$ cat config.mk
export PLATFORM = sky130hd
export DESIGN_NAME = shram_guard
export DESIGN_NICKNAME = d
export VERILOG_FILES = /design/src/rtl/shram_pkg.sv /design/src/rtl/shram_perm.sv /design/src/rtl/shram_owner_reg.sv /design/src/rtl/shram_mem.sv /design/src/rtl/shram_guard.sv
export SDC_FILE = /design/constraint.sdc
export NUM_CORES = 2
export LEC_CHECK = 0
export BUFFER_PORTS_ARGS = -buffer_cell sky130_fd_sc_hd__buf_4
export CAP_MARGIN = 10
export CORE_MARGIN = 2
export CORE_UTILIZATION = 30
export DETAILED_ROUTE_END_ITERATION = 6
export PLACE_DENSITY = 0.54
export SETUP_SLACK_MARGIN = 0.4
export SYNTH_ARGS = -nofsm -noshare
export SYNTH_HDL_FRONTEND = slang
export SYNTH_SLANG_ARGS = --single-unit
export TNS_END_PERCENT = 100
$ cat constraint.sdc
create_clock -name clk -period 4 [get_ports clk]
set_clock_uncertainty 0.1 [all_clocks]
set_input_delay 0.8 -clock clk [delete_from_list [all_inputs] [get_ports clk]]
set_output_delay 0.8 -clock clk [all_outputs]
set_load 0.02 [all_outputs]
$ cat src/rtl/shram_pkg.sv
package shram_pkg;

  // Access kind carried on req_kind
  typedef enum logic [1:0] {
    ACC_READ  = 2'd0,
    ACC_WRITE = 2'd1,
    ACC_FETCH = 2'd2,
    ACC_RSVD  = 2'd3
  } acc_e;

  // Requester ID split: bit 1 = side (0 = A, 1 = B), bit 0 = DMA
  typedef struct packed {
    logic side;
    logic dma;
  } src_t;

  // The only requester allowed to program the owner vector
  localparam logic [1:0] ID_CPU_A = 2'd0;

endpackage

$ cat src/rtl/shram_perm.sv
module shram_perm
  import shram_pkg::*;
(
  input  logic [1:0] kind,
  input  src_t       src,
  input  logic       owner,
  output logic       grant
);

  logic owns;

  always_comb begin
    owns  = (src.side == owner);
    grant = 1'b0;
    case (acc_e'(kind))
      ACC_READ:  grant = 1'b1;
      ACC_WRITE: grant = owns;
      ACC_FETCH: grant = owns && !src.dma;
      default:   grant = 1'b0;
    endcase
  end

endmodule

$ cat src/rtl/shram_owner_reg.sv
module shram_owner_reg
  import shram_pkg::*;
#(
  parameter int NBLK = 16
) (
  input  logic            clk,
  input  logic            rst_n,
  input  logic            cfg_we,
  input  logic [1:0]      cfg_id,
  input  logic [NBLK-1:0] cfg_wdata,
  output logic [NBLK-1:0] owner_map,
  output logic            cfg_err
);

  logic cfg_ok;
  logic err_d;

  always_comb begin
    cfg_ok = cfg_we && (cfg_id == ID_CPU_A);
    err_d  = cfg_we && (cfg_id != ID_CPU_A);
  end

  for (genvar b = 0; b < NBLK; b++) begin : g_bit
    logic own_q;
    always_ff @(posedge clk or negedge rst_n) begin
      if (!rst_n) begin
        own_q <= 1'b0;
      end else if (cfg_ok) begin
        own_q <= cfg_wdata[b];
      end
    end
    assign owner_map[b] = own_q;
  end

  always_ff @(posedge clk or negedge rst_n) begin
    if (!rst_n) begin
      cfg_err <= 1'b0;
    end else begin
      cfg_err <= err_d;
    end
  end

endmodule

$ cat src/rtl/shram_mem.sv
module shram_mem #(
  parameter  int NBLK  = 16,
  parameter  int WORDS = 8,
  parameter  int DW    = 16,
  localparam int BLK_W = $clog2(NBLK),
  localparam int WRD_W = $clog2(WORDS)
) (
  input  logic             clk,
  input  logic             rst_n,
  input  logic             wr_en,
  input  logic [BLK_W-1:0] wr_blk,
  input  logic [WRD_W-1:0] wr_word,
  input  logic [DW-1:0]    wr_data,
  input  logic             rd_en,
  input  logic [BLK_W-1:0] rd_blk,
  input  logic [WRD_W-1:0] rd_word,
  output logic             rd_valid,
  output logic [DW-1:0]    rd_data
);

  logic [DW-1:0] bank_q [NBLK];
  logic [DW-1:0] rd_d;

  for (genvar b = 0; b < NBLK; b++) begin : g_bank
    logic [DW-1:0] words [WORDS];
    logic          we_b;

    assign we_b = wr_en && (wr_blk == BLK_W'(b));

    always_ff @(posedge clk) begin
      if (we_b) begin
        words[wr_word] <= wr_data;
      end
    end

    assign bank_q[b] = words[rd_word];
  end

  always_comb begin
    rd_d = bank_q[rd_blk];
  end

  always_ff @(posedge clk or negedge rst_n) begin
    if (!rst_n) begin
      rd_valid <= 1'b0;
      rd_data  <= '0;
    end else begin
      rd_valid <= rd_en;
      if (rd_en) begin
        rd_data <= rd_d;
      end
    end
  end

endmodule

$ cat src/rtl/shram_guard.sv
module shram_guard
  import shram_pkg::*;
#(
  parameter  int NBLK   = 16,
  parameter  int WORDS  = 8,
  parameter  int DW     = 16,
  localparam int BLK_W  = $clog2(NBLK),
  localparam int WRD_W  = $clog2(WORDS),
  localparam int ADDR_W = BLK_W + WRD_W
) (
  input  logic              clk,
  input  logic              rst_n,
  input  logic              req_valid,
  input  logic [1:0]        req_id,
  input  logic [1:0]        req_kind,
  input  logic [ADDR_W-1:0] req_addr,
  input  logic [DW-1:0]     req_wdata,
  output logic              rsp_valid,
  output logic              rsp_grant,
  output logic              viol_valid,
  output logic [1:0]        viol_id,
  output logic [BLK_W-1:0]  viol_blk,
  output logic              rd_valid,
  output logic [DW-1:0]     rd_data,
  input  logic              cfg_we,
  input  logic [1:0]        cfg_id,
  input  logic [NBLK-1:0]   cfg_wdata,
  output logic              cfg_err,
  output logic [NBLK-1:0]   owner_map
);

  // Reset: asserted asynchronously, released on the clock
  logic rst_meta_q;
  logic rst_q_n;

  always_ff @(posedge clk or negedge rst_n) begin
    if (!rst_n) begin
      rst_meta_q <= 1'b0;
      rst_q_n    <= 1'b0;
    end else begin
      rst_meta_q <= 1'b1;
      rst_q_n    <= rst_meta_q;
    end
  end

  // Address split and owner lookup
  logic [BLK_W-1:0] req_blk;
  logic [WRD_W-1:0] req_word;
  logic             own_bit;
  logic             grant_c;
  logic             wr_c;
  logic             rd_c;
  logic             deny_c;
  src_t             req_src;

  always_comb begin
    req_blk  = req_addr[ADDR_W-1 -: BLK_W];
    req_word = req_addr[WRD_W-1:0];
    own_bit  = owner_map[req_blk];
    req_src  = src_t'(req_id);
  end

  shram_owner_reg #(.NBLK(NBLK)) u_owner (
    .clk       (clk),
    .rst_n     (rst_q_n),
    .cfg_we    (cfg_we),
    .cfg_id    (cfg_id),
    .cfg_wdata (cfg_wdata),
    .owner_map (owner_map),
    .cfg_err   (cfg_err)
  );

  shram_perm u_perm (
    .kind  (req_kind),
    .src   (req_src),
    .owner (own_bit),
    .grant (grant_c)
  );

  always_comb begin
    wr_c   = req_valid && grant_c && (req_kind == ACC_WRITE);
    rd_c   = req_valid && grant_c &&
             ((req_kind == ACC_READ) || (req_kind == ACC_FETCH));
    deny_c = req_valid && !grant_c;
  end

  // Response stage: next state, then registers
  logic             rsp_valid_d;
  logic             rsp_grant_d;
  logic             viol_d;
  logic             rd_en_q;
  logic [BLK_W-1:0] rd_blk_q;
  logic [WRD_W-1:0] rd_word_q;

  always_comb begin
    rsp_valid_d = req_valid;
    rsp_grant_d = req_valid && grant_c;
    viol_d      = deny_c;
  end

  always_ff @(posedge clk or negedge rst_q_n) begin
    if (!rst_q_n) begin
      rsp_valid  <= 1'b0;
      rsp_grant  <= 1'b0;
      viol_valid <= 1'b0;
      viol_id    <= '0;
      viol_blk   <= '0;
      rd_en_q    <= 1'b0;
      rd_blk_q   <= '0;
      rd_word_q  <= '0;
    end else begin
      rsp_valid  <= rsp_valid_d;
      rsp_grant  <= rsp_grant_d;
      viol_valid <= viol_d;
      rd_en_q    <= rd_c;
      if (deny_c) begin
        viol_id  <= req_id;
        viol_blk <= req_blk;
      end
      if (rd_c) begin
        rd_blk_q  <= req_blk;
        rd_word_q <= req_word;
      end
    end
  end

  shram_mem #(.NBLK(NBLK), .WORDS(WORDS), .DW(DW)) u_mem (
    .clk      (clk),
    .rst_n    (rst_q_n),
    .wr_en    (wr_c),
    .wr_blk   (req_blk),
    .wr_word  (req_word),
    .wr_data  (req_wdata),
    .rd_en    (rd_en_q),
    .rd_blk   (rd_blk_q),
    .rd_word  (rd_word_q),
    .rd_valid (rd_valid),
    .rd_data  (rd_data)
  );

endmodule

# Word level (Yosys, flattened, before mapping)
# Memory sizes are Yosys's and may differ from the RTL's.
# Index checks and enable logic that the tools add are counted.
# classes
order_cmp	2
n_eq_ne	18
mux	38
bitwise	1
reduce_logical	30
# op_table
operator	count
binary-select mux 16 bit (select 4 bit)	1
2-to-1 mux 1 bit	33
== test 4 bit (second input constant)	8
2-to-1 mux 16 bit	2
logical AND 1 bit	23
== test 4 x 3 -> 1 bit (second input constant)	4
== test 4 x 2 -> 1 bit (second input constant)	2
greater-or-equal comparator 5 bit (second input constant)	1
< comparator 4 x 5 -> 1 bit (second input constant)	1
inverter 4 -> 5 bit	1
binary-select mux 1 bit (select 4 bit)	1
== test 4 x 1 -> 1 bit (second input constant)	1
zero test 2 bit	2
zero test 4 bit	1
case mux 1 bit (3 select lines)	1
== test 2 x 1 -> 1 bit (second input constant)	1
== test 2 bit (second input constant)	1
zero test 1 bit	2
nonzero test 2 bit	1
== test 1 bit	1
logical OR 1 bit	1
# word_totals
register_bits	53
ram_bits	2048
input_bits	49
out_inout_bits	43
word_cells	134
n_memories	16
# mem_list
memory	depth	width	rd	rd_clocked_by_memory_dff	wr	line	source
u_mem.g_bank[0].words	8	16	1	0	1	shram_mem.sv:25	logic [DW-1:0] words [WORDS];
u_mem.g_bank[10].words	8	16	1	0	1	shram_mem.sv:25	
u_mem.g_bank[11].words	8	16	1	0	1	shram_mem.sv:25	
u_mem.g_bank[12].words	8	16	1	0	1	shram_mem.sv:25	
u_mem.g_bank[13].words	8	16	1	0	1	shram_mem.sv:25	
u_mem.g_bank[14].words	8	16	1	0	1	shram_mem.sv:25	
10 more memories	n/a	n/a	n/a	n/a	n/a	n/a	

# Depth between registers and ports, before layout
# logic_depth
ltp_word	10
ltp_mapped	12
mapped_depth_nobuf	6

# Hierarchy
# From an unflattened synthesis, not the netlist that was laid out.
# hier_totals
cells_unflattened	3863
area_unflattened_um2	81600.8
# by_module_without_submodules
mod	n_inst	cells_each	area_each_um2
shram_mem	1	3758	79995.5
shram_guard	1	50	815.8
shram_owner_reg	1	52	767.0
shram_perm	1	3	22.5

# Worst setup path before layout
# No wires, ideal clock.
# synth_path
path_type	in2reg
start	in req_addr[5]
end	mem u_mem.g_bank[1].words[6][0] (enable)
setup_ns	0.388
t_arrival_ns	3.358
required_ns	3.512
path_slack_ns	0.154
cell_stages	9
path_buffers	3
path_cell_list	buf_6 mux4_2 a22oi_2 nand3_2 xor2_2 or4_1 buf_2 buf_6 nor2_1
# synth_between
elab_chain_cells	10
word_cells_on_any_way	11
cone_classes	eq/ne: 2; mux: 5; reduce/logical: 4
# synth_lines
item	line	source
from (decl)	shram_guard.sv:16	input logic [ADDR_W-1:0] req_addr,
binary-select mux 1 bit (select 4 bit)	shram_guard.sv:59	own_bit = owner_map[req_blk];
2-to-1 mux 1 bit (implied by the code)	shram_guard.sv:59	
== test 1 bit	shram_perm.sv:13	owns = (src.side == owner);
logical AND 1 bit	shram_perm.sv:18	ACC_FETCH: grant = owns && !src.dma;
case mux 1 bit (3 select lines)	shram_perm.sv:15	case (acc_e'(kind))
logical AND 1 bit (2 in series)	shram_guard.sv:81	wr_c = req_valid && grant_c && (req_kind == ACC_WRITE);
logical AND 1 bit *	shram_mem.sv:28	assign we_b = wr_en && (wr_blk == BLK_W'(b));
2-to-1 mux 1 bit *	shram_mem.sv:31	if (we_b) begin
2-to-1 mux 1 bit (implied by the code) *	shram_mem.sv:32	words[wr_word] <= wr_data;
to (decl)	shram_mem.sv:25	
# Mark *: on every way between the ends. The rest lies on a longest branch, timed or not. The select of a mux whose other input is x is not followed.

# Worst setup path after layout
# layout_path
start	reg rd_word_q[2]
end	reg u_mem.rd_data[2]
# layout_between
elab_chain_cells	4
word_cells_on_any_way	19
cone_classes	mux: 3; memory: 16
# layout_lines
item	line	source
from (decl)	shram_guard.sv:93	logic [WRD_W-1:0] rd_word_q;
from (signal assigned)	shram_guard.sv:122	rd_word_q <= req_word;
memory (8 x 16 bit)	n/a	
binary-select mux 16 bit (select 4 bit) *	shram_mem.sv:40	rd_d = bank_q[rd_blk];
2-to-1 mux 16 bit (implied by the code) * (2 in series)	shram_mem.sv:40	
to (signal assigned)	shram_mem.sv:50	rd_data <= rd_d;
to (decl)	shram_mem.sv:18	output logic [DW-1:0] rd_data
# Marks and branches as above.
# A chain may end at the register's enable or synchronous reset.

==> impl_metrics.tcl <==
set metrics [dict create \
    routabilityCongestion 0.915 \
    fin_setup_tns_ns 0 \
    rrSetupSlack_ns 0.33 \
    power_density_nw_per_um2 566 \
    min_period_ns 3.67 \
    slew_headroom_pct 19.1 \
    antenna_found_initial 22 \
    ys_ff_latch 2101 \
    synth_top_area_share_pct 75.1 \
    area_growth_pct 19.0 \
    yosysMostFrequentCell "edfxtp_1" \
    htree_levels 4 \
    drtIter0Drc 5580 \
    wl_um 247000 \
    dieArea_um2 277000 \
    ir_drop_mv 0.496 \
    critPathRequiredTime_ns 4.58 \
    fmax_mhz 272 \
    leakage_nw 31.6 \
    place_hpwl_um 163000 \
    end_kind "flop" \
    grt_pass1_vias 42600 \
    synth_cell_type_count 54 \
    worstReg2RegStart "rd_word_q[2]" \
    grt_start_max_net_pins 115 \
    cp_cell_sequence "buf_4 > mux4_2 > mux2i_1 > a211oi_1 > o221ai_1 > o311ai_0" \
    finalCritPeriodShare_pct 91.8 \
    ys_warn_count 0 \
    cts.sinks 2101 \
    hp-start "cfg_we" \
    cp_slowest_cell "dfrtp_4" \
    vias 42900 \
    whs_path_depth 2 \
    synth_edf_count 2048 \
    cts_buffers 213 \
    ios 92 \
    drc 0 \
    r2r_end "u_mem.rd_data[2]" \
    outcome "finished, final reports clean" \
    syn_inst 4063 \
    reg2reg_depth 6 \
    fp.dieW_um 526 \
    syn-num-nets 4112 \
    cts_buffer_depth 3 \
    antenna_left 0 \
    crit_fanout 29 \
    holdPathEnd "u_owner.cfg_err" \
    setup_viol 0 \
    die_h_um 526 \
    coreArea_um2 271000 \
    grt_overflow 0 \
    grt_use_total_pct 17.5 \
    startpoint_type "flop" \
    fillCellCount 25100 \
    initial_utilization_pct 30.2 \
    clk_latency_ns 0.86 \
    cts.clk_slew.worst_paths_ns 0.06 \
    clock-root-buffer "clkbuf_16" \
    synthArstFlopShare_pct 2.52 \
    slowest_delay_ns 0.75 \
    nets 4589 \
    critPathArrivalTime_ns 4.25 \
    synth_top_cell_by_area "edfxtp_1" \
    drive_gt1_share_pct 29.1 \
    hp-class "in -> reg" \
    grt_pass1_wl_um 342000 \
    post_drt_wl_per_cell_um 29.8 \
    drv_slew 0 \
    p_total_w 0.0552 \
    tightest_slew_ns 1.21 \
    maxCapViolCount 0 \
    cts_tree "yes" \
    avgSynthCellArea_um2 20.1 \
    rows 191 \
    hold_violations 0 \
    yosysSeqAreaShare_pct 76.8 \
    viasPerCell 5.18 \
    synth-main-ff-cell "edfxtp_1" \
    worst-setup-path-type "reg -> reg" \
    ys_top_cells_by_area "edfxtp_1, mux4_2, mux2i_1" \
    rsz0062_at_grt "yes" \
    first_pass_iters 5 \
    final_util_pct 36.0 \
    syn_area_um2 81800 \
    io_buffers 91 \
    synth_commonest_cells "edfxtp_1, mux2i_1, mux4_2, nor2_1, mux2_2" \
]
## cell usage in the layout (no fill, tap or decap), drive strengths merged, types with 4 or more instances in the layout
master | netlist | final
edfxtp | 2048 | 2048
buf | 162 | 513
mux2i | 410 | 410
mux4 | 316 | 316
clkbuf | 90 | 252
nor2 | 200 | 200
mux2 | 145 | 145
clkinv | 2 | 105
o22ai | 96 | 96
nand2 | 74 | 74
o21ai | 62 | 62
dfrtp | 53 | 53
a21oi | 47 | 47
nor3 | 45 | 45
a211oi | 44 | 44
a22oi | 43 | 43
nor2b | 28 | 28
a221o | 25 | 25
o221ai | 24 | 24
bufinv | 0 | 23
nand3 | 18 | 18
a2111oi | 15 | 15
o311ai | 13 | 13
a31oi | 11 | 11
o41ai | 11 | 11
a221oi | 10 | 10
clkinvlp | 0 | 10
o211ai | 9 | 9
o31ai | 9 | 9
nand2b | 9 | 9
inv | 2 | 9
diode | 0 | 7
a211o | 7 | 7
or4 | 6 | 6
nor3b | 4 | 4
## power by group
group | switching [W] | internal, W | leakage [nW]
clock network | 0.00848 | 0.0114 | 3.42
registers | 0.000394 | 0.0243 | 19.0
logic | 0.00650 | 0.00409 | 9.15
## how the worst max path moves through the flow
stage | start | to | slack (ns)
detailed placement | req_addr[5] | u_mem.g_bank[10].words[2][14] | -0.12
floorplan | req_addr[5] | u_mem.g_bank[1].words[6][0] | 0.15
CTS | rd_word_q[2] | u_mem.rd_data[9] | 0.36
finish | rd_word_q[2] | u_mem.rd_data[2] | 0.33
global route | rd_word_q[0] | u_mem.rd_data[9] | 0.35
global placement | req_addr[5] | u_mem.g_bank[10].words[2][14] | -0.12
## what timing repair did
item	CTS	global route
hold buffers	1	0
resized for setup	10	6
endpoints found under the hold margin	2	0
endpoints found under the setup margin	25	6
setup buffers	2	0
## registers in the layout, summed over array words and instances (netlist names), 2 cells and up
signal / flops
u_mem.g_bank.words: 2048
u_mem.rd_data: 16
u_owner.g_bit.own_q: 16
rd_blk_q: 4
viol_blk: 4
rd_word_q: 3
viol_id: 2
## metal layers
| layer | share of wire [%] | track usage (%) |
|---|---|---|
| met4 | 3.4 | 5.70 |
| met3 | 7.4 | 2.88 |
| met2 | 47 | 27.9 |
| met5 | 0.026 | 0 |
| met1 | 42 | 24.2 |
## per-stage QoR
step / instances / setup WS (ns) / hold slack [ns] / instance area, µm²
detailed placement: 7892 / -0.124 / 0.241 / 90300
global placement: 7892 / -0.115 / 0.239 / 90300
global route: 8293 / 0.354 / 0.0290 / 97400
CTS: 8290 / 0.364 / 0.000113 / 97400
floorplan: 4063 / 0.154 / 0.231 / 81900
finish: 8297 / 0.330 / 0.0665 / 97400
## cells by family after synthesis
group | after synthesis | synth area share [%]
flip-flops | 2101 | 76.8
multiplexers | 871 | 15.7
AO/OA/AOI/OAI | 436 | 3.73
AND/OR/NAND/NOR | 396 | 2.12
buffers and inverters | 256 | 1.64
XOR/XNOR | 2 | 0.0306
other | 1 | 0.00458
## critical path, delay by kind of cell (launching register included)
kind            cells  cell delay (ns)
compound gates      3             1.16
flops               1             0.75
buf+inv             1             0.52
mux                 2             0.91
## cell type report
| cell class | instances | area [µm²] | area share [%] |
|---|---|---|---|
| timing repair buffer | 514 | 5210 | 5.35 |
| antenna | 7 | 17.5 | 0.0180 |
| clock buffer | 252 | 5550 | 5.70 |
| clock inverter | 143 | 1450 | 1.49 |
| multi-input combinational | 1706 | 17900 | 18.4 |
| sequential | 2101 | 62800 | 64.5 |
| tap | 3570 | 4470 | 4.58 |
| inverter | 4 | 15.0 | 0.0154 |
No activity file was read; power rests on OpenSTA's default activity.
